===== src/rtl/lss_pkg.sv =====
package lss_pkg;

  typedef enum logic [3:0] {
    ST_IDLE,
    ST_INIT,
    ST_SETTLE,
    ST_CLR0,
    ST_W_REQ_ON,
    ST_W_FLAG1,
    ST_CLR1,
    ST_W_REQ_OFF,
    ST_W_FLAG2,
    ST_CLR2,
    ST_DONE,
    ST_ERR
  } seq_state_e;

  localparam int unsigned STEP_W = 3;

  localparam logic [STEP_W-1:0] STEP_NONE    = 3'd0;
  localparam logic [STEP_W-1:0] STEP_REQ_ON  = 3'd1;
  localparam logic [STEP_W-1:0] STEP_FLAG1   = 3'd2;
  localparam logic [STEP_W-1:0] STEP_REQ_OFF = 3'd3;
  localparam logic [STEP_W-1:0] STEP_FLAG2   = 3'd4;

endpackage


===== src/rtl/lss_rst_sync.sv =====
module lss_rst_sync (
  input  logic clk_i,
  input  logic rst_ni,
  output logic rst_sync_no
);

  logic [1:0] sync_q;

  // Assert at once, release after two clock edges.
  always_ff @(posedge clk_i or negedge rst_ni) begin
    if (!rst_ni) begin
      sync_q <= 2'b00;
    end else begin
      sync_q <= {sync_q[0], 1'b1};
    end
  end

  assign rst_sync_no = sync_q[1];

endmodule


===== src/rtl/lss_tick_gen.sv =====
module lss_tick_gen #(
  parameter int unsigned TICK_DIV = 25000
) (
  input  logic clk_i,
  input  logic rst_ni,
  input  logic restart_i,
  output logic tick_o
);

  localparam int unsigned TW = (TICK_DIV > 1) ? $clog2(TICK_DIV) : 1;
  localparam logic [TW-1:0] LAST = TW'(TICK_DIV - 1);

  logic [TW-1:0] cnt_q, cnt_d;
  logic          at_end;

  always_comb begin
    at_end = (cnt_q == LAST);
    tick_o = at_end;
    if (restart_i || at_end) begin
      cnt_d = '0;
    end else begin
      cnt_d = cnt_q + 1'b1;
    end
  end

  always_ff @(posedge clk_i or negedge rst_ni) begin
    if (!rst_ni) begin
      cnt_q <= '0;
    end else begin
      cnt_q <= cnt_d;
    end
  end

  AST_TICK_IN_RANGE: assert property (@(posedge clk_i) disable iff (!rst_ni)
    cnt_q <= LAST);

  AST_TICK_RESTART: assert property (@(posedge clk_i) disable iff (!rst_ni)
    restart_i |=> (cnt_q == '0));

endmodule


===== src/rtl/lss_step_timer.sv =====
module lss_step_timer #(
  parameter int unsigned CW = 10
) (
  input  logic          clk_i,
  input  logic          rst_ni,
  input  logic          clear_i,
  input  logic          tick_i,
  input  logic [CW-1:0] limit_i,
  output logic          expire_o
);

  logic [CW-1:0] cnt_q, cnt_d;
  logic          cnt_en;

  always_comb begin
    expire_o = tick_i && (cnt_q == (limit_i - 1'b1));
    cnt_en   = clear_i || tick_i;
    if (clear_i) begin
      cnt_d = '0;
    end else begin
      cnt_d = cnt_q + 1'b1;
    end
  end

  always_ff @(posedge clk_i or negedge rst_ni) begin
    if (!rst_ni) begin
      cnt_q <= '0;
    end else if (cnt_en) begin
      cnt_q <= cnt_d;
    end
  end

  AST_TMR_BELOW_LIMIT: assert property (@(posedge clk_i) disable iff (!rst_ni)
    cnt_q < limit_i);

endmodule


===== src/rtl/lss_seq_fsm.sv =====
module lss_seq_fsm
  import lss_pkg::*;
#(
  parameter int unsigned SETTLE_TICKS = 40,
  parameter int unsigned POLL_LIMIT   = 1000,
  parameter int unsigned CW           = 10
) (
  input  logic              clk_i,
  input  logic              rst_ni,
  input  logic              start_i,
  input  logic              req_n_i,
  input  logic              flag_i,
  input  logic              expire_i,
  output logic              tmr_clr_o,
  output logic [CW-1:0]     limit_o,
  output logic              tip_n_o,
  output logic              ack_n_o,
  output logic              cfg_o,
  output logic              sr_rd_o,
  output logic              flag_clr_o,
  output logic              done_o,
  output logic              err_o,
  output logic [STEP_W-1:0] err_step_o
);

  seq_state_e          state_q, state_d;
  logic                cfg_q, cfg_d;
  logic [STEP_W-1:0]   step_q, step_d;
  logic                timed;

  // Next-state logic
  always_comb begin
    state_d = state_q;
    step_d  = step_q;
    unique case (state_q)
      ST_IDLE:      if (start_i) state_d = ST_INIT;
      ST_INIT:      state_d = ST_SETTLE;
      ST_SETTLE:    if (expire_i) state_d = ST_CLR0;
      ST_CLR0:      state_d = ST_W_REQ_ON;
      ST_W_REQ_ON: begin
        if (!req_n_i) begin
          state_d = ST_W_FLAG1;
        end else if (expire_i) begin
          state_d = ST_ERR;
          step_d  = STEP_REQ_ON;
        end
      end
      ST_W_FLAG1: begin
        if (flag_i) begin
          state_d = ST_CLR1;
        end else if (expire_i) begin
          state_d = ST_ERR;
          step_d  = STEP_FLAG1;
        end
      end
      ST_CLR1:      state_d = ST_W_REQ_OFF;
      ST_W_REQ_OFF: begin
        if (req_n_i) begin
          state_d = ST_W_FLAG2;
        end else if (expire_i) begin
          state_d = ST_ERR;
          step_d  = STEP_REQ_OFF;
        end
      end
      ST_W_FLAG2: begin
        if (flag_i) begin
          state_d = ST_CLR2;
        end else if (expire_i) begin
          state_d = ST_ERR;
          step_d  = STEP_FLAG2;
        end
      end
      ST_CLR2:      state_d = ST_DONE;
      ST_DONE:      state_d = ST_IDLE;
      ST_ERR:       state_d = ST_IDLE;
      default:      state_d = ST_IDLE;
    endcase
  end

  // Timer control and link setup
  always_comb begin
    timed = (state_q == ST_SETTLE)    || (state_q == ST_W_REQ_ON) ||
            (state_q == ST_W_FLAG1)   || (state_q == ST_W_REQ_OFF) ||
            (state_q == ST_W_FLAG2);
    tmr_clr_o = !timed || (state_d != state_q);
    limit_o   = (state_q == ST_SETTLE) ? CW'(SETTLE_TICKS) : CW'(POLL_LIMIT);
    cfg_d     = cfg_q || (state_q == ST_INIT);
  end

  // Registers
  always_ff @(posedge clk_i or negedge rst_ni) begin
    if (!rst_ni) begin
      state_q <= ST_IDLE;
      cfg_q   <= 1'b0;
      step_q  <= STEP_NONE;
    end else begin
      state_q <= state_d;
      cfg_q   <= cfg_d;
      step_q  <= step_d;
    end
  end

  // Moore outputs
  always_comb begin
    tip_n_o    = 1'b1;
    ack_n_o    = !((state_q == ST_W_REQ_ON) || (state_q == ST_W_FLAG1) ||
                   (state_q == ST_CLR1));
    cfg_o      = cfg_q;
    sr_rd_o    = (state_q == ST_INIT) || (state_q == ST_CLR0) ||
                 (state_q == ST_CLR1) || (state_q == ST_CLR2);
    flag_clr_o = (state_q == ST_CLR0) || (state_q == ST_CLR1) ||
                 (state_q == ST_CLR2);
    done_o     = (state_q == ST_DONE);
    err_o      = (state_q == ST_ERR);
    err_step_o = step_q;
  end

  AST_CFG_STICKY: assert property (@(posedge clk_i) disable iff (!rst_ni)
    cfg_q |=> cfg_q);

  AST_ERR_STEP_LEGAL: assert property (@(posedge clk_i) disable iff (!rst_ni)
    err_o |-> ((err_step_o >= STEP_REQ_ON) && (err_step_o <= STEP_FLAG2)));

  AST_ERR_FROM_WAIT: assert property (@(posedge clk_i) disable iff (!rst_ni)
    err_o |-> (($past(state_q) == ST_W_REQ_ON)  || ($past(state_q) == ST_W_FLAG1) ||
               ($past(state_q) == ST_W_REQ_OFF) || ($past(state_q) == ST_W_FLAG2)));

  AST_DONE_AFTER_CLEAR: assert property (@(posedge clk_i) disable iff (!rst_ni)
    done_o |-> $past(flag_clr_o));

  AST_DONE_ONE_CYCLE: assert property (@(posedge clk_i) disable iff (!rst_ni)
    done_o |=> !done_o);

  AST_ERR_ONE_CYCLE: assert property (@(posedge clk_i) disable iff (!rst_ni)
    err_o |=> !err_o);

endmodule


===== src/rtl/lnk_sync_seq.sv =====
module lnk_sync_seq
  import lss_pkg::*;
#(
  parameter int unsigned CLK_KHZ    = 250_000,
  parameter int unsigned TICK_US    = 100,
  parameter int unsigned SETTLE_US  = 4000,
  parameter int unsigned POLL_LIMIT = 1000
) (
  input  logic              clk_i,
  input  logic              rst_ni,
  input  logic              start_i,
  input  logic              req_n_i,
  input  logic              sr_flag_i,
  output logic              tip_n_o,
  output logic              ack_n_o,
  output logic              lines_oe_o,
  output logic              sr_in_ext_o,
  output logic              sr_rd_o,
  output logic              flag_clr_o,
  output logic              done_o,
  output logic              err_o,
  output logic [STEP_W-1:0] err_step_o
);

  localparam int unsigned TICK_DIV     = (CLK_KHZ * TICK_US) / 1000;
  localparam int unsigned SETTLE_TICKS = SETTLE_US / TICK_US;
  localparam int unsigned MAX_LIMIT    = (SETTLE_TICKS > POLL_LIMIT) ? SETTLE_TICKS : POLL_LIMIT;
  localparam int unsigned CW           = $clog2(MAX_LIMIT + 1);

  logic          rst_n;
  logic          tmr_clr;
  logic          tick;
  logic          expire;
  logic [CW-1:0] limit;
  logic          cfg;

  lss_rst_sync u_rst_sync (
    .clk_i       (clk_i),
    .rst_ni      (rst_ni),
    .rst_sync_no (rst_n)
  );

  lss_tick_gen #(
    .TICK_DIV (TICK_DIV)
  ) u_tick_gen (
    .clk_i     (clk_i),
    .rst_ni    (rst_n),
    .restart_i (tmr_clr),
    .tick_o    (tick)
  );

  lss_step_timer #(
    .CW (CW)
  ) u_step_timer (
    .clk_i    (clk_i),
    .rst_ni   (rst_n),
    .clear_i  (tmr_clr),
    .tick_i   (tick),
    .limit_i  (limit),
    .expire_o (expire)
  );

  lss_seq_fsm #(
    .SETTLE_TICKS (SETTLE_TICKS),
    .POLL_LIMIT   (POLL_LIMIT),
    .CW           (CW)
  ) u_seq_fsm (
    .clk_i      (clk_i),
    .rst_ni     (rst_n),
    .start_i    (start_i),
    .req_n_i    (req_n_i),
    .flag_i     (sr_flag_i),
    .expire_i   (expire),
    .tmr_clr_o  (tmr_clr),
    .limit_o    (limit),
    .tip_n_o    (tip_n_o),
    .ack_n_o    (ack_n_o),
    .cfg_o      (cfg),
    .sr_rd_o    (sr_rd_o),
    .flag_clr_o (flag_clr_o),
    .done_o     (done_o),
    .err_o      (err_o),
    .err_step_o (err_step_o)
  );

  assign lines_oe_o  = cfg;
  assign sr_in_ext_o = cfg;

  AST_DONE_ERR_EXCL: assert property (@(posedge clk_i) disable iff (!rst_n)
    !(done_o && err_o));

  AST_LINK_QUIET_AFTER_END: assert property (@(posedge clk_i) disable iff (!rst_n)
    (done_o || err_o) |=> (ack_n_o && !sr_rd_o && !flag_clr_o));

  AST_ACK_NEEDS_SETUP: assert property (@(posedge clk_i) disable iff (!rst_n)
    !ack_n_o |-> lines_oe_o);

endmodule


===== config.mk =====
export PLATFORM = sky130hd
export DESIGN_NAME = lnk_sync_seq
export DESIGN_NICKNAME = d
export VERILOG_FILES = /design/src/rtl/lss_pkg.sv /design/src/rtl/lss_rst_sync.sv /design/src/rtl/lss_tick_gen.sv /design/src/rtl/lss_step_timer.sv /design/src/rtl/lss_seq_fsm.sv /design/src/rtl/lnk_sync_seq.sv
export SDC_FILE = /design/constraint.sdc
export NUM_CORES = 1
export LEC_CHECK = 0
export BUFFER_PORTS_ARGS = -buffer_cell sky130_fd_sc_hd__buf_2
export CAP_MARGIN = 30
export CELL_PAD_IN_SITES_DETAIL_PLACEMENT = 0
export CELL_PAD_IN_SITES_GLOBAL_PLACEMENT = 1
export CORE_UTILIZATION = 45
export DETAILED_ROUTE_END_ITERATION = 8
export MAX_ROUTING_LAYER = met4
export PLACE_DENSITY = 0.75
export SYNTH_ARGS = -nofsm -noshare
export SYNTH_HDL_FRONTEND = slang
export SYNTH_SLANG_ARGS = --single-unit

===== constraint.sdc =====
create_clock -name clk_i -period 2.7 [get_ports clk_i]
set_clock_uncertainty 0.2 [all_clocks]
set_input_delay 0.81 -clock clk_i [delete_from_list [all_inputs] [get_ports clk_i]]
set_output_delay 0.81 -clock clk_i [all_outputs]
set_load 0.005 [all_outputs]

; ---- Word level (Yosys, flattened, before mapping)
; Index checks and enable logic that the tools add are counted.
[word_totals]
ff_bits = 35
in_bits = 5
output_inout_bits = 11
word_cells = 71
[op_classes]
addsub = 3
eq_ne = 22
n_mux = 20
reduce_logical = 20
[ops]
columns = operator, count
row1 = 4-bit one-hot mux with 10 select lines, 1
row2 = 4-bit two-way mux, 7
row3 = 3-bit two-way mux, 8
row4 = 10-bit two-way mux, 2
row5 = "4-bit by 3-bit == test with 1-bit output, second input constant", 4
row6 = "4-bit == test, second input constant", 4
row7 = "2-bit != test, second input constant", 8
row8 = "15-bit by 1-bit adder with 15-bit output, second input constant", 1
row9 = "15-bit == test, second input constant", 1
row10 = 15-bit two-way mux, 1
row11 = 1-bit logical OR, 14
row12 = 3-bit one-hot mux with 4 select lines, 1
row13 = "10-bit by 1-bit adder with 10-bit output, second input constant", 1
row14 = 10-bit == test, 1
row15 = "10-bit by 1-bit subtractor with 10-bit output, second input constant", 1
row16 = 9-bit AND reduction, 1
row17 = "4-bit by 2-bit == test with 1-bit output, second input constant", 2
row18 = "4-bit by 1-bit == test with 1-bit output, second input constant", 1
row19 = 4-bit zero test, 1
row20 = 4-bit != test, 1
row21 = 4-bit nonzero test, 1
row22 = 1-bit zero test, 2
row23 = 1-bit logical AND, 1

; ---- Depth between registers and ports, before layout
; Gate-level depths: netlist of the first run.
[logic_depth]
depth_word = 12
mapped_depth = 7
depth_no_buf = 6

; ---- Cells and area by module
; From an unflattened synthesis of the first run, not the netlist that was laid out.
[unflattened]
cells_unflattened = 277
hier_area_um2 = 2478.6
[modules_own_cells]
columns = mod, n_inst, cells_per_inst, area_per_inst_um2, seq_area_each_um2
row1 = lss_step_timer, 1, 99, 818.3, 250.2
row2 = lss_seq_fsm, 1, 99, 815.8, 200.2
row3 = lss_tick_gen, 1, 75, 783.3, 375.4
row4 = lss_rst_sync, 1, 3, 53.8, 50.0
row5 = lnk_sync_seq, 1, 1, 7.5, 0.0

; ---- Worst setup path after synthesis of the first run
; Ideal clock, no wire load.
[synth_timing]
kind = in2reg
startpoint = in sr_flag_i
endpoint = reg u_tick_gen.cnt_q[13]
setup_ns = 0.072
arrival_ns = 2.144
required_time_ns = 2.428
slack_ns = 0.284
cell_stages = 6
n_path_buf = 1
cell_sequence = nor2b_1 a2111oi_0 o32ai_1 or2_2 clkbuf_1 nor2_1
[synth_between]
elab_chain_cells = 6
word_cells_on_any_way = 7
cone_classes = eq/ne: 1 / mux: 4 / reduce/logical: 2
[synth_lines]
columns = item, line_no
row1 = start: declaration, lnk_sync_seq.sv:13  ; input logic sr_flag_i,
row2 = 4-bit two-way mux (on tied branches), "lss_seq_fsm.sv:66, lss_seq_fsm.sv:49"
row3 = 4-bit one-hot mux with 10 select lines (*), lss_seq_fsm.sv:35  ; unique case (state_q)
row4 = 4-bit != test (*), lss_seq_fsm.sv:85  ; tmr_clr_o = !timed || (state_d != state_q);
row5 = 1-bit logical OR (*), lss_seq_fsm.sv:85
row6 = 1-bit logical OR (*), lss_tick_gen.sv:19  ; if (restart_i || at_end) begin
row7 = 15-bit two-way mux (*), lss_tick_gen.sv:19
row8 = net u_tick_gen.cnt_d[13], lss_tick_gen.sv:13  ; logic [TW-1:0] cnt_q, cnt_d;
row9 = end signal: assignment, lss_tick_gen.sv:30  ; cnt_q <= cnt_d;
row10 = end: declaration, lss_tick_gen.sv:13
; The timed path passes the listed nets; every way through them passes the cells marked *.
; A chain may end at the register's enable or synchronous reset.

; ---- Worst setup path after layout of the first run
[layout_timing]
startpoint = reg u_tick_gen.cnt_q[10]
endpoint = reg u_step_timer.cnt_q[6]
[layout_between]
elab_chain_cells = 8
word_cells_on_any_way = 13
cone_classes = eq/ne: 2 / mux: 8 / reduce/logical: 3
[layout_lines]
columns = item, line_no
row1 = 15-bit == test (*), lss_tick_gen.sv:17  ; at_end = (cnt_q == LAST);
row2 = 1-bit logical AND, lss_step_timer.sv:16  ; expire_o = tick_i && (cnt_q == (limit_i - 1'b1));
row3 = 4-bit two-way mux, --
row4 = 4-bit two-way mux (on tied branches), --
row5 = 4-bit one-hot mux with 10 select lines, lss_seq_fsm.sv:35
row6 = 4-bit != test, lss_seq_fsm.sv:85
row7 = 1-bit logical OR, lss_seq_fsm.sv:85
row8 = 10-bit two-way mux / 1-bit logical OR (equally long branches), "lss_step_timer.sv:18, lss_step_timer.sv:17"
row9 = end signal: assignment, lss_step_timer.sv:29  ; cnt_q <= cnt_d;
row10 = end: declaration, lss_step_timer.sv:12  ; logic [CW-1:0] cnt_q, cnt_d;
; Mark *: on every way between the ends. The rest lies on a longest branch, timed or not.

==> results by group, run 1 <==
Timing
  – Fin crit share: 0.924
  – Final min period: roughly 2500 ps
  – Total Neg Setup Slack: 0 ps
  – Relative slew slack: 0.595
  – Setup ws final: 206 ps
  – Final setup fails: 0
  – Final Hold Fails: 0
  – RSZ-0062 raised after global routing: no
  – Hold_ws: 50.8 ps
  – Pins over their slew limit: 0
  – Worst-Margin Slew: 599 ps
  – Fmax: 0.401 GHz

Routing
  – Metal2 WL: 2140 um
  – DR pass1 iterations: 4
  – Wire length on met1: 2060 um
  – Met3 WL: roughly 180 um
  – Vias: 1680
  – DR DRC count: 0
  – Drt wl/cell: 14.9 um
  – WL final: roughly 4400 um
  – Vias per std cell: 5.64
  – Detail Route Antenna Nets: 0
  – 1st-iter DRT viols: 149
  – Highest routed layer: met4

Logic synthesis
  – Top_reg_cell synth: dfrtp_1
  – Synth cell types: 56
  – Sequential area share after synthesis: 0.423
  – Number of synthesized register bits: 35
  – Post-synth EDFFs: 0
  – Ys async rst share: 1.00
  – Synth warn: 0
  – Post-synthesis area per instance: 9.20 um^2
  – Post-Syn Area: 0.00207 mm^2
  – Mapped Cells: 225

Final layout
  – Diodes inserted: 0
  – Post-Layout Cell Count: 298
  – Share of cells above drive strength 1: 0.179
  – Most frequent cells in the layout: dfrtp_1 (35), nor2_1 (32), nand2_1 (16)
  – Utilization after layout: 0.537
  – Finished Cell Area: 0.00235 mm^2
  – Area grow syn2layout: 13.7%
  – Nets: 252
  – # fillers: between 300 and 400
  – Leading cell type in the layout, fill and taps excluded: dfrtp_1

Floorplanning
  – Die width: 69.8 um
  – Initial core utilization: 0.472
  – Rows: 24
  – Die height: 69.8 um
  – Core Area: around 0.0044 mm^2
  – Die Area: 0.00487 mm^2
  – IO Pins: 16

Clocking
  – Clock sinks: 35
  – CTS Buffer Depth: 2
  – Number of buffers created by CTS: 5
  – CTS tree: yes
  – Cts repair resizes: 0
  – Hold_buf cts: 0
  – # Post-CTS Setup Buffers: 0
  – CTS root buf: clkbuf_8
  – H-tree depth: 2
  – Reg clk slew, reported paths: roughly 80 ps
  – Worst skew pair latency: 290 ps

Global routing
  – Initial antenna violation count: 0
  – First-pass GRT wire length: between 7000 and 8000 um
  – Vias in the first global route: 1588
  – Overall Global Routing Usage: 0.195
  – Largest net degree at the start of global routing: 34
  – Aggregate global routing overflow: 0

Setup path
  – CP Class: reg2reg
  – Worst Path Required: approximately 2700 ps
  – Worst Path Max Fanout: 10
  – Critical path arrival: between 2000 and 2500 ps
  – Startpoint types: flop
  – Critical path buffers and inverters: 1
  – CP max-delay cell: or4b_1
  – Crit. End Element: flop
  – Worst stage delay on the critical path: approximately 550 ps
  – Crit-path cells: or4b_1 -> nor4_2 -> buf_4 -> nand2_4 -> or3_1 -> a31oi_1
  – Top cell family by delay on the critical path: simple AND/OR/NAND/NOR gates

Status
  – Status: completed

Power and ir drop
  – Power density cells: between 700 and 800 mW/mm^2
  – Tot Pwr: approximately 1.8 mW
  – VDD IR max: approximately 0.0004 V
  – Leakage: 1.03 nW

Placed design
  – GPL Wtd Cong: 0.809
  – Post-DP HPWL: 3210 um
  – Dpl cells: 290
  – Placement Setup Slack: 58.0 ps
  – Placed Area: ~0.0022 mm^2
  – I/O Buffers: 14

Run
  – Max-cap violations: 0

Worst hold path
  – Worst hold path class: reg2async
## where the power goes
group | total (mW) | internal, mW | switching, mW | leakage, nW
Sequential | 0.584 | 0.561 | 0.0231 | 0.461
Clock | 0.488 | 0.299 | 0.189 | 0.0612
Combinational | 0.745 | 0.299 | 0.446 | 0.509
## worst reg2reg max path: cells and delay by family (launching register included)
| family | cells | cell delay, ps |
|---|---|---|
| AND/OR/NAND/NOR | 4 | 1370 |
| buffers and inverters | 1 | 260 |
| flip-flops | 1 | 400 |
| AO/OA/AOI/OAI | 1 | 180 |
## worst paths after layout
kind,from,to,slack (ps),cells after the start
max reg2reg,u_tick_gen.cnt_q[10]$_DFF_PN0_,u_step_timer.cnt_q[6]$_DFFE_PN0P_,210,6
max,u_tick_gen.cnt_q[10]$_DFF_PN0_,u_step_timer.cnt_q[6]$_DFFE_PN0P_,210,6
max in group asynchronous,u_rst_sync.sync_q[1]$_DFF_PN0_,u_tick_gen.cnt_q[10]$_DFF_PN0_,1940,1
min reg2reg,u_rst_sync.sync_q[1]$_DFF_PN0_,u_seq_fsm.err_step_o[2]$_DFFE_PN0P_,50,1
min in group clk_i,u_rst_sync.sync_q[0]$_DFF_PN0_,u_rst_sync.sync_q[1]$_DFF_PN0_,160,0
min,u_rst_sync.sync_q[1]$_DFF_PN0_,u_seq_fsm.err_step_o[2]$_DFFE_PN0P_,50,1
## cell families (layout without fill, tap and decap cells)
| logic type | count (synthesis) | count (layout) | synth area share |
|---|---|---|---|
| AOI/OAI and AO/OA | 32 | 32 | 0.117 |
| xor gates and xnor gates | 21 | 21 | 0.0889 |
| adders and majority gates | 2 | 2 | 0.0121 |
| buffers and inverters | 22 | 42 | 0.0484 |
| DFF | 35 | 35 | 0.423 |
| muxes | 6 | 6 | 0.0296 |
| other | 1 | 2 | 0.00181 |
| and+or+nand+nor | 106 | 106 | 0.279 |
## cells in the mapped netlist (3+ instances only)
cell | number | share of area
o32ai_1 | 3 | 0.013
a21oi_1 | 5 | 0.012
xnor2_1 | 7 | 0.030
nand4_1 | 7 | 0.021
and2_1 | 3 | 0.0091
clkbuf_1 | 8 | 0.015
inv_1 | 7 | 0.013
mux2i_1 | 5 | 0.024
nor2b_1 | 5 | 0.015
a31oi_1 | 3 | 0.0091
nand2_1 | 16 | 0.029
nor4b_1 | 3 | 0.013
nand3_1 | 9 | 0.022
o22ai_1 | 3 | 0.0091
nor2_1 | 32 | 0.058
and3_1 | 6 | 0.018
nor3_1 | 3 | 0.0073
dfrtp_1 | 35 | 0.42
nand2b_1 | 4 | 0.012
xor2_1 | 14 | 0.059
## layer usage
| metal | vias to the layer above | track usage |
|---|---|---|
| met1 | 804 | 0.260 |
| met3 | 6 | 0.0407 |
| met2 | 42 | 0.299 |
| met5 | - | - |
| met4 | 0 | 0.0600 |
| li1 | 828 | - |
## cell type report
cell class	count	area, um^2	area share
multi-input combinational	169	1100	0.468
sequential	35	876	0.372
timing repair buffer	27	168	0.0712
clock buffer	6	82.6	0.0351
tap	52	65.1	0.0276
clock inverter	2	35.0	0.0149
inverter	7	26.3	0.0112
## sequential cells by signal (all words and copies together) (netlist names)
| name | cells |
|---|---|
| u_tick_gen.cnt_q | 15 |
| u_step_timer.cnt_q | 10 |
| u_seq_fsm.state_q | 4 |
| u_seq_fsm.err_step_o | 3 |
| u_rst_sync.sync_q | 2 |
| u_seq_fsm.cfg_o | 1 |
(Power assumes the default switching activity.)
==> inputs of run 2 (changes only) <==
clock period = 3.1 ns   (was 2.7 ns; I/O delays follow)
==> results by group, run 2 (same netlist as run 1, synthesis figures left out) <==
Setup path
  – R2R Setup Slk: 410 ps (was 210 ps)
  – Reg2Reg Depth: 5 (was 6)
  – Worst Path Max Fanout: 6 (was 10)
  – FF-to-FF Start: u_seq_fsm.state_q[2]$_DFF_PN0_ (was u_tick_gen.cnt_q[10]$_DFF_PN0_)
  – Worst setup path start: sr_flag_i (was u_tick_gen.cnt_q[10]$_DFF_PN0_)
  – Reg2reg end: u_step_timer.cnt_q[3]$_DFFE_PN0P_ (was u_step_timer.cnt_q[6]$_DFFE_PN0P_)
  – CP Class: in2reg (was reg2reg)
  – Crit path to: u_step_timer.cnt_q[3]$_DFFE_PN0P_ (was u_step_timer.cnt_q[6]$_DFFE_PN0P_)
  – Worst Path Required: 3110 ps (was 2700 ps)
  – Critical path arrival: 2800 ps (was 2490 ps)
  – Startpoint types: primary input (was flop)
  – Crit. End Element: flop (unchanged)

Global routing
  – Initial antenna violation count: 0 (unchanged)
  – Aggregate global routing overflow: 0 (unchanged)
  – Overall Global Routing Usage: 0.203 (was 0.195)
  – First-pass GRT wire length: 7590 um (was 7420 um)
  – Largest net degree at the start of global routing: 27 (was 34)
  – Vias in the first global route: 1618 (was 1588)

Power and ir drop
  – Tot Pwr: 1.53 mW (was 1.82 mW)
  – Leakage: 0.994 nW (was 1.03 nW)
  – VDD IR max: 0.000304 V (was 0.000390 V)
  – Power density cells: 666 mW/mm^2 (was 772 mW/mm^2)

Timing
  – Final min period: approximately 2800 ps
  – Fin crit share: 0.898
  – Relative slew slack: 0.546 (was 0.595)
  – Hold_ws: 55.7 ps (was 50.8 ps)
  – Total Neg Setup Slack: 0 ps (unchanged)
  – RSZ-0062 raised after global routing: no (unchanged)
  – Final Hold Fails: 0 (unchanged)
  – Worst-Margin Slew: 679 ps (was 599 ps)
  – Pins over their slew limit: 0 (unchanged)
  – Setup ws final: 317 ps (was 206 ps)
  – Final setup fails: 0 (unchanged)
  – Fmax: 0.359 GHz

Final layout
  – Nets: 246 (was 252)
  – Leading cell type in the layout, fill and taps excluded: dfrtp_1 (unchanged)
  – Area grow syn2layout: 11.2% (was 13.7%)
  – Largest register FFs: 15 (unchanged)
  – Largest regs: u_tick_gen.cnt_q x15, u_step_timer.cnt_q x10, u_seq_fsm.state_q x4 (unchanged)
  – Diodes inserted: 0 (unchanged)
  – # fillers: 404 (was 395)
  – Area occupied by registers: 876 um^2 (unchanged)
  – Finished Cell Area: 0.00230 mm^2 (was 0.00235 mm^2)
  – Footprint of the multi-input gates: 0.00110 mm^2 (about the same)
  – Most flop-heavy register: u_tick_gen.cnt_q (unchanged)
  – Most frequent cells in the layout: dfrtp_1 (35), nor2_1 (32), nand2_1 (16) (unchanged)
  – Share of cells above drive strength 1: 0.150 (was 0.179)

Clocking
  – Clock sinks: 35 (unchanged)
  – Reg clk slew, reported paths: 90 ps (was 80 ps)
  – CTS Buffer Depth: 2 (unchanged)
  – Worst skew pair latency: 300 ps (was 290 ps)
  – H-tree depth: 2 (unchanged)
  – Number of buffers created by CTS: 5 (unchanged)
  – CTS tree: yes (unchanged)
  – # Post-CTS Setup Buffers: 0 (unchanged)
  – CTS root buf: clkbuf_8 (unchanged)

Status
  – Status: completed (unchanged)

Placed design
  – I/O Buffers: 14 (unchanged)
  – GPL Wtd Cong: 0.909 (was 0.809)
  – Post-DP HPWL: 3190 um (was 3210 um)
  – Placed Area: 0.00218 mm^2 (was 0.00223 mm^2)
  – Placement Setup Slack: 27.1 ps (was 58.0 ps)

Routing
  – DR pass1 iterations: 4 (unchanged)
  – 1st-iter DRT viols: 160 (was 149)
  – DR DRC count: 0 (unchanged)
  – Detail Route Antenna Nets: 0 (unchanged)
  – Drt wl/cell: 15.6 um (was 14.9 um)
  – Vias per std cell: 5.77 (was 5.64)
  – WL final: 4540 um (was 4430 um)
  – Vias: 1685 (was 1680)

Floorplanning
  – Rows: 24 (unchanged)
  – Die width: 69.8 um (unchanged)
  – Initial core utilization: 0.472 (unchanged)
  – Die Area: 0.00487 mm^2 (unchanged)
  – Core Area: 0.00438 mm^2 (unchanged)
  – IO Pins: 16 (unchanged)
  – Die height: 69.8 um (unchanged)

Run
  – Max-cap violations: 0 (unchanged)

Worst hold path
  – Worst hold path class: reg2async (unchanged)
## run 2: cell types whose count changed in the layout (fill, tap and decap cells not counted)
cell,before,now
buf_4,13,6
dlygate4sd3_1,0,1
clkbuf_8,6,5
o21bai_2,1,0
o21bai_1,0,1
clkinv_4,0,1
## run 2: what timing repair did
action                    4_1_cts  5_1_grt
gates resized for setup         0        0
hold endpoints to repair        7        0
hold buffers                    1        0
## run 2: metal layers
layer,part of all wire,GRT usage
met1,0.49,0.283
met2,0.44,0.287
met3,0.040,0.0451
met4,0.020,0.0756
met5,0,-
## run 2: area by class of cell
type / count / area share
clock buffer: 5 / 0.0299
clock inverter: 3 / 0.0190
inverter: 7 / 0.0114
multi-input combinational: 169 / 0.477
sequential: 35 / 0.380
tap: 52 / 0.0283
timing repair buffer: 21 / 0.0543
## run 2: per-stage QoR
stage | instances | utilization
3_3_place_gp | 283 | 0.497
4_1_cts | 292 | 0.525
2_1_floorplan | 226 | -
5_1_grt | 292 | 0.525
6_report | 292 | 0.525
3_5_place_dp | 283 | 0.497
## run 2: report_power, final
group	internal, mW	switching, mW
Clock	0.240	0.179
Sequential	0.487	0.109
Combinational	0.222	0.298
Total	0.948	0.586
## run 2: worst min path at each step
stage	cells past startpoint	slack [ps]	end	start
after floorplan	0	130	u_rst_sync.sync_q[1]$_DFF_PN0_	u_rst_sync.sync_q[0]$_DFF_PN0_
after detailed placement	0	-60	u_seq_fsm.err_step_o[1]$_DFFE_PN0P_	u_rst_sync.sync_q[1]$_DFF_PN0_
after global placement	0	-70	u_seq_fsm.err_step_o[0]$_DFFE_PN0P_	u_rst_sync.sync_q[1]$_DFF_PN0_
after CTS	1	70	u_step_timer.cnt_q[7]$_DFFE_PN0P_	u_rst_sync.sync_q[1]$_DFF_PN0_
final	1	60	u_tick_gen.cnt_q[7]$_DFF_PN0_	u_rst_sync.sync_q[1]$_DFF_PN0_
after global routing	1	100	u_step_timer.cnt_q[7]$_DFFE_PN0P_	u_rst_sync.sync_q[1]$_DFF_PN0_
## run 2: critical path, stage by stage
cell       delay, ps
buf_2            130
nor2b_1          160
a2111oi_0        530
nor3b_1          590
o21bai_1         280
nor2_1           180
